`config.mk`:
```
export PLATFORM = sky130hd
export DESIGN_NAME = rv_queue
export DESIGN_NICKNAME = d
export VERILOG_FILES = /design/src/rtl/rv_queue_pkg.sv /design/src/rtl/rv_queue_store.sv /design/src/rtl/rv_queue_ctrl.sv /design/src/rtl/rv_queue.sv
export SDC_FILE = /design/constraint.sdc
export NUM_CORES = 1
export LEC_CHECK = 0
export CORE_ASPECT_RATIO = 0.75
export CORE_MARGIN = 2
export CORE_UTILIZATION = 40
export CTS_BUF_LIST = sky130_fd_sc_hd__clkbuf_16
export DETAILED_ROUTE_END_ITERATION = 12
export PLACE_DENSITY_LB_ADDON = 0.2
export SYNTH_ARGS = -nofsm -noshare
export SYNTH_HDL_FRONTEND = slang
export SYNTH_SLANG_ARGS = --single-unit
```
`constraint.sdc`:
```
create_clock -name clk -period 3.6 [get_ports clk]
set_clock_uncertainty 0.05 [all_clocks]
set_input_delay 0.72 -clock clk [delete_from_list [all_inputs] [get_ports clk]]
set_output_delay 0.72 -clock clk [all_outputs]
set_load 0.01 [all_outputs]
```
`src/rtl/rv_queue_pkg.sv`:
```
package rv_queue_pkg;

    // Width of a slot index for a given number of slots (at least one bit).
    function automatic int unsigned slot_bits(input int unsigned depth);
        return (depth <= 2) ? 1 : $clog2(depth);
    endfunction

    // Width of an occupancy counter able to hold 0..depth.
    function automatic int unsigned level_bits(input int unsigned depth);
        return $clog2(depth + 1);
    endfunction

endpackage

```
`src/rtl/rv_queue_store.sv`:
```
module rv_queue_store #(
    parameter int unsigned WIDTH = 8,
    parameter int unsigned DEPTH = 4,
    localparam int unsigned AW   = rv_queue_pkg::slot_bits(DEPTH)
) (
    input  logic             clk,
    input  logic             we,
    input  logic [AW-1:0]    waddr,
    input  logic [WIDTH-1:0] wdata,
    input  logic [AW-1:0]    raddr,
    output logic [WIDTH-1:0] rdata
);

    logic [WIDTH-1:0] slot_q [DEPTH];

    // Clocked write, one slot per generated register.
    for (genvar s = 0; s < DEPTH; s++) begin : g_slot
        always_ff @(posedge clk) begin
            if (we && (waddr == AW'(s))) begin
                slot_q[s] <= wdata;
            end
        end
    end

    // Combinational read: the old value is seen in the cycle the slot is rewritten.
    always_comb begin
        rdata = slot_q[0];
        for (int s = 0; s < DEPTH; s++) begin
            if (raddr == AW'(s)) rdata = slot_q[s];
        end
    end

endmodule

```
`src/rtl/rv_queue_ctrl.sv`:
```
module rv_queue_ctrl #(
    parameter int unsigned DEPTH = 4,
    parameter bit          FLOW  = 1'b0,
    parameter bit          PIPE  = 1'b0,
    localparam int unsigned AW   = rv_queue_pkg::slot_bits(DEPTH),
    localparam int unsigned LW   = rv_queue_pkg::level_bits(DEPTH)
) (
    input  logic          clk,
    input  logic          rst,
    input  logic          wr_en,
    input  logic          rd_en,
    output logic          writable,
    output logic          readable,
    output logic          is_empty,
    output logic          store_we,
    output logic [AW-1:0] head_idx,
    output logic [AW-1:0] tail_idx
);

    localparam logic [AW-1:0] LAST_IDX = AW'(DEPTH - 1);
    localparam logic [LW-1:0] FULL_LVL = LW'(DEPTH);

    typedef struct packed {
        logic [AW-1:0] head;
        logic [AW-1:0] tail;
        logic [LW-1:0] level;
    } ctrl_t;

    ctrl_t st_q, st_d;

    logic is_full, wr_fire, rd_fire, bypass;

    always_comb begin
        is_empty = (st_q.level == '0);
        is_full  = (st_q.level == FULL_LVL);

        readable = !is_empty;
        if (FLOW && wr_en) readable = 1'b1;
        writable = !is_full;
        if (PIPE && rd_en) writable = 1'b1;

        wr_fire  = wr_en && writable;
        rd_fire  = rd_en && readable;
        bypass   = FLOW && is_empty && wr_fire && rd_fire;
        store_we = wr_fire && !bypass;

        st_d = st_q;
        if (store_we) begin
            st_d.tail = (st_q.tail == LAST_IDX) ? '0 : st_q.tail + 1'b1;
        end
        if (rd_fire && !bypass) begin
            st_d.head = (st_q.head == LAST_IDX) ? '0 : st_q.head + 1'b1;
        end
        if (store_we && !(rd_fire && !bypass)) begin
            st_d.level = st_q.level + 1'b1;
        end else if (!store_we && rd_fire && !bypass) begin
            st_d.level = st_q.level - 1'b1;
        end
    end

    always_ff @(posedge clk) begin
        if (rst) st_q <= '0;
        else     st_q <= st_d;
    end

    assign head_idx = st_q.head;
    assign tail_idx = st_q.tail;

    // a reset cycle leaves nothing queued
    a_r1_reset_empty: assert property (@(posedge clk) $past(rst) |-> (st_q.level == '0));

    // occupancy never exceeds the slot count
    a_r3_no_overflow: assert property (@(posedge clk) disable iff (rst)
        st_q.level <= FULL_LVL);

    // with pass-through off, a full queue refuses the producer
    a_r3_full_refuses: assert property (@(posedge clk) disable iff (rst)
        (!PIPE && is_full) |-> !writable);

    // with pass-through on, a read request opens the input even when full
    a_r4_pipe_accept: assert property (@(posedge clk) disable iff (rst)
        (PIPE && is_full && rd_en) |-> writable);

    // a fall-through transfer on an empty queue leaves it empty
    a_r6_bypass_hold: assert property (@(posedge clk) disable iff (rst)
        (FLOW && is_empty && wr_en && rd_en) |=> (st_q.level == '0));

    // write alone raises occupancy by one
    a_r7_level_up: assert property (@(posedge clk) disable iff (rst)
        (wr_en && writable && !(rd_en && readable)) |=> (st_q.level == $past(st_q.level) + 1'b1));

    // read alone lowers occupancy by one
    a_r7_level_down: assert property (@(posedge clk) disable iff (rst)
        (rd_en && readable && !(wr_en && writable)) |=> (st_q.level == $past(st_q.level) - 1'b1));

endmodule

```
`src/rtl/rv_queue.sv`:
```
module rv_queue #(
    parameter int unsigned WIDTH = 8,
    parameter int unsigned DEPTH = 4,
    parameter bit          FLOW  = 1'b0,
    parameter bit          PIPE  = 1'b0
) (
    input  logic             clk,
    input  logic             rst,
    input  logic             wr_en,
    input  logic [WIDTH-1:0] wr_data,
    output logic             writable,
    input  logic             rd_en,
    output logic [WIDTH-1:0] rd_data,
    output logic             readable
);

    localparam int unsigned AW = rv_queue_pkg::slot_bits(DEPTH);

    logic             is_empty, store_we;
    logic [AW-1:0]    head_idx, tail_idx;
    logic [WIDTH-1:0] stored;

    rv_queue_ctrl #(.DEPTH(DEPTH), .FLOW(FLOW), .PIPE(PIPE)) u_ctrl (
        .clk      (clk),
        .rst      (rst),
        .wr_en    (wr_en),
        .rd_en    (rd_en),
        .writable (writable),
        .readable (readable),
        .is_empty (is_empty),
        .store_we (store_we),
        .head_idx (head_idx),
        .tail_idx (tail_idx)
    );

    rv_queue_store #(.WIDTH(WIDTH), .DEPTH(DEPTH)) u_store (
        .clk   (clk),
        .we    (store_we),
        .waddr (tail_idx),
        .wdata (wr_data),
        .raddr (head_idx),
        .rdata (stored)
    );

    if (FLOW) begin : g_flow
        assign rd_data = is_empty ? wr_data : stored;
    end else begin : g_plain
        assign rd_data = stored;
    end

    // fall-through presents the producer's entry on an empty queue
    a_r5_fallthrough: assert property (@(posedge clk) disable iff (rst)
        (FLOW && is_empty && wr_en) |-> (readable && rd_data == wr_data));

endmodule

```
==> impl_results.rst <==
.. list-table::
   :header-rows: 1

   * - Metric
     - Value
   * - Storage cell area
     - 1100 um^2
   * - Share of synthesized registers carrying an async set or reset
     - 0%
   * - Hold buffer count at cts
     - 0
   * - Routed vias/inst
     - 4.93
   * - Initial antenna violation count
     - 0
   * - Post-Syn Nets
     - 138
   * - Cell taking the most area after synthesis
     - edfxtp_1
   * - Die boundary width
     - 78.9 um
   * - Vias
     - 966
   * - Height of the die
     - 60.2 um
   * - Gate Count Post-Synth
     - 117
   * - Count of filler cells inserted in the layout
     - 365
   * - Floorplan die area
     - 4750 um^2
   * - Count of nets left with antenna violations after detail routing
     - 0
   * - Area of the multi-input gates
     - 542 um^2
   * - Growth of design area from synthesis to finish
     - 23.7%
   * - Layout cell share with drive strength beyond 1
     - 12.1%
   * - HPWL reported at the end of detailed placement
     - 1970 um
   * - CTS tree
     - yes
   * - R2r setup slk
     - 1.35 ns
   * - Final GP Congestion
     - 0.738
   * - Sequential area share after synthesis
     - 65.4%
   * - End of the worst register-to-register path
     - u_ctrl.st_q[2]
   * - Post-cts gate resize count
     - 0
   * - Cell chain of the critical path
     - ha_1 > mux2i_1 > o21ai_0 > mux2_2 > clkdlybuf4s50_1
   * - Overall overflow remaining after global route
     - 0
   * - Hold Path Depth
     - 2
   * - Detailed-route wire length
     - 2940 um
   * - Endpoint required time on the critical path
     - 2.83 ns
   * - Global router's overall resource usage
     - 14.4%
   * - Leakage power summed over all cells
     - 0.741 nW
   * - Starting DRT DRC Count
     - 48
   * - Nets
     - 161
   * - CORE AREA
     - 4050 um^2
   * - Max-cap viol count
     - 0
   * - # IOs
     - 22
   * - Number of max-slew violations in the final report
     - 0
   * - Setup repair after global routing missed its margin
     - no
   * - Slew HR
     - 61.2%
   * - Cell at the slowest stage of the critical path
     - ha_1
   * - Total DRC errors in the routed layout
     - 0
   * - Worst Slack Setup Final
     - 0.520 ns
   * - Setup TNS after final layout
     - 0 ns
   * - Total power per unit cell area
     - 726 nW/um^2
   * - Count of warnings emitted by yosys
     - 0
   * - Mean instance size in the synthesized netlist
     - 14.4 um^2
   * - Leading cell types by count after synthesis
     - 32 x edfxtp_1, 10 x mux2i_1, 9 x nand2_1, 9 x o21ai_0
   * - Min cycle time layout
     - 3.08 ns
   * - Endpoint type of the worst setup path
     - output port
   * - Type of the worst setup path
     - reg2out
   * - Setup Fix Bufs, Post-CTS
     - 0
   * - Cell area reported after detailed placement
     - 1940 um^2
   * - Starting utilization of the core area
     - 41.5%
   * - Hold Path Sink
     - u_ctrl.head_idx[1]
   * - Most common flop cell mapped by yosys
     - edfxtp_1
   * - Max Fclk
     - 325 MHz
   * - Wire length of the first global-routing pass
     - 4860 um
   * - Number of logic stages on the critical path including buffering
     - 5
   * - Final hold violation count
     - 0
   * - Status
     - complete, no violations
   * - Number of cells traversed by the worst register-to-register path
     - 7
   * - # rows
     - 20
   * - Input/output buffers
     - 21
   * - Worst voltage drop across the vdd grid
     - 0.000257 V
   * - Unique masters post-synth
     - 26
   * - CTS H-tree depth
     - 2
   * - Transition time of the tightest slew-check pin
     - 0.581 ns
   * - Number of clock buffers inserted by TritonCTS
     - 5
   * - WP buf/inv
     - 1
   * - Number of synthesized flops with an enable pin
     - 32
   * - DR WL/cell
     - 15.0 um
   * - Largest net degree at the start of global routing
     - 17
   * - Post-Syn Area
     - 1680 um^2
   * - Cell types occupying the most area after synthesis
     - edfxtp_1 57%, dfxtp_1 8.3%, ha_1 5.9%
   * - Critical Path Start
     - u_ctrl.head_idx[0]
   * - Setup crit start kind
     - register
   * - Top fanout value on the critical path
     - 8
   * - Clk buf depth
     - 2
   * - Most frequent cell after synthesis
     - edfxtp_1
   * - Pre-CTS setup slack
     - 0.794 ns
   * - Max stage delay on crit path
     - 0.50 ns
   * - Family of cells with the greatest summed delay on the critical path
     - multiplexers
   * - Clock-pin transition on the worst setup and hold timing paths
     - 0.05 ns
   * - Clk_lat worst skew
     - 0.28 ns
   * - Crit share post-route
     - 85.5%
   * - First drt pass iteration count
     - 4
   * - Area share of the largest cell type after synthesis
     - 57.1%
   * - Root Driver
     - clkbuf_16
   * - Antenna diodes
     - 0
   * - Data arrival time of the critical path
     - 2.31 ns
   * - Final design area excluding fillers
     - 2080 um^2
   * - Via count of the first global-routing pass
     - 996
   * - R2R Path Start
     - u_ctrl.st_q[0]
   * - Final setup fails
     - 0
   * - TritonCTS Sinks
     - 39
   * - Min-delay src
     - u_ctrl.head_idx[1]
   * - Hold Path Class
     - reg2reg
   * - Yosys reg bits
     - 39
[metal layers]
layer	global-route usage, %	vias up	wire length [um]
met4	5.91	0	36
met3	5.44	6	96
li1	-	472	-
met1	17.5	472	1370
met2	23.7	16	1440
met5	0	-	0
[final cells by class]
type / instances / share of cell area, %
Clock buffer: 5 / 6.01
Timing Repair Buffer: 21 / 10.1
Clock inverter: 3 / 0.781
Multi-Input combinational cell: 68 / 26.0
Inverter: 5 / 0.901
Tap cell: 55 / 3.31
Sequential cell: 39 / 52.9
[worst max path at each step]
stage / to
6_report: rd_data[1]
2_1_floorplan: u_ctrl.st_q[2]
3_3_place_gp: u_ctrl.st_q[2]
4_1_cts: rd_data[1]
5_1_grt: rd_data[1]
3_5_place_dp: u_ctrl.st_q[2]
[flip-flops by register name, indices dropped and copies added (netlist names)]
name / cells
u_store.slot_q: 32
u_ctrl.st_q: 3
u_ctrl.head_idx: 2
u_ctrl.tail_idx: 2
[metrics by stage]
stage / power, mW / utilization (%) / cells / hold slack (ns)
finish: 1.51 / 51.4 / 196 / 0.455
global route: 1.60 / 51.4 / 196 / 0.488
CTS: 1.53 / 51.4 / 196 / 0.465
detailed placement: 1.11 / 47.9 / 188 / 0.453
global placement: 1.09 / 47.9 / 188 / 0.436
floorplan: 0.908 / - / 117 / 0.423
[cells by family after synthesis]
family,Yosys count,synth area share [%]
AO/OA/AOI/OAI,14,4.91
XOR/XNOR,2,1.04
adder cells (fa/ha/maj),9,7.14
buffers and inverters,10,2.38
flip-flops,39,65.4
multiplexers,18,11.3
AND/OR/NAND/NOR,25,7.81
[layout by cell type (no fill, tap or decap), drive strengths merged, types with 5 or more instances in the layout]
cell,n
clkbuf,5
clkdlybuf4s50,21
inv,6
ha,8
nand2,9
mux2i,10
o21ai,9
mux2,8
edfxtp,32
and3,5
dfxtp,7
[power by group]
group	switching [mW]	total, mW	internal, mW
Sequential	0.0404	0.598	0.557
Clock	0.167	0.419	0.252
Combinational	0.230	0.496	0.265
Total	0.437	1.51	1.07
[tightest hold or removal path: cells and delay by family (launching register included)]
family / cells / cell delay, ns
DFF: 1 / 0.32
AOI/OAI and AO/OA: 1 / 0.06
buffers and inverters: 1 / 0.08
(Power assumes the default switching activity.)
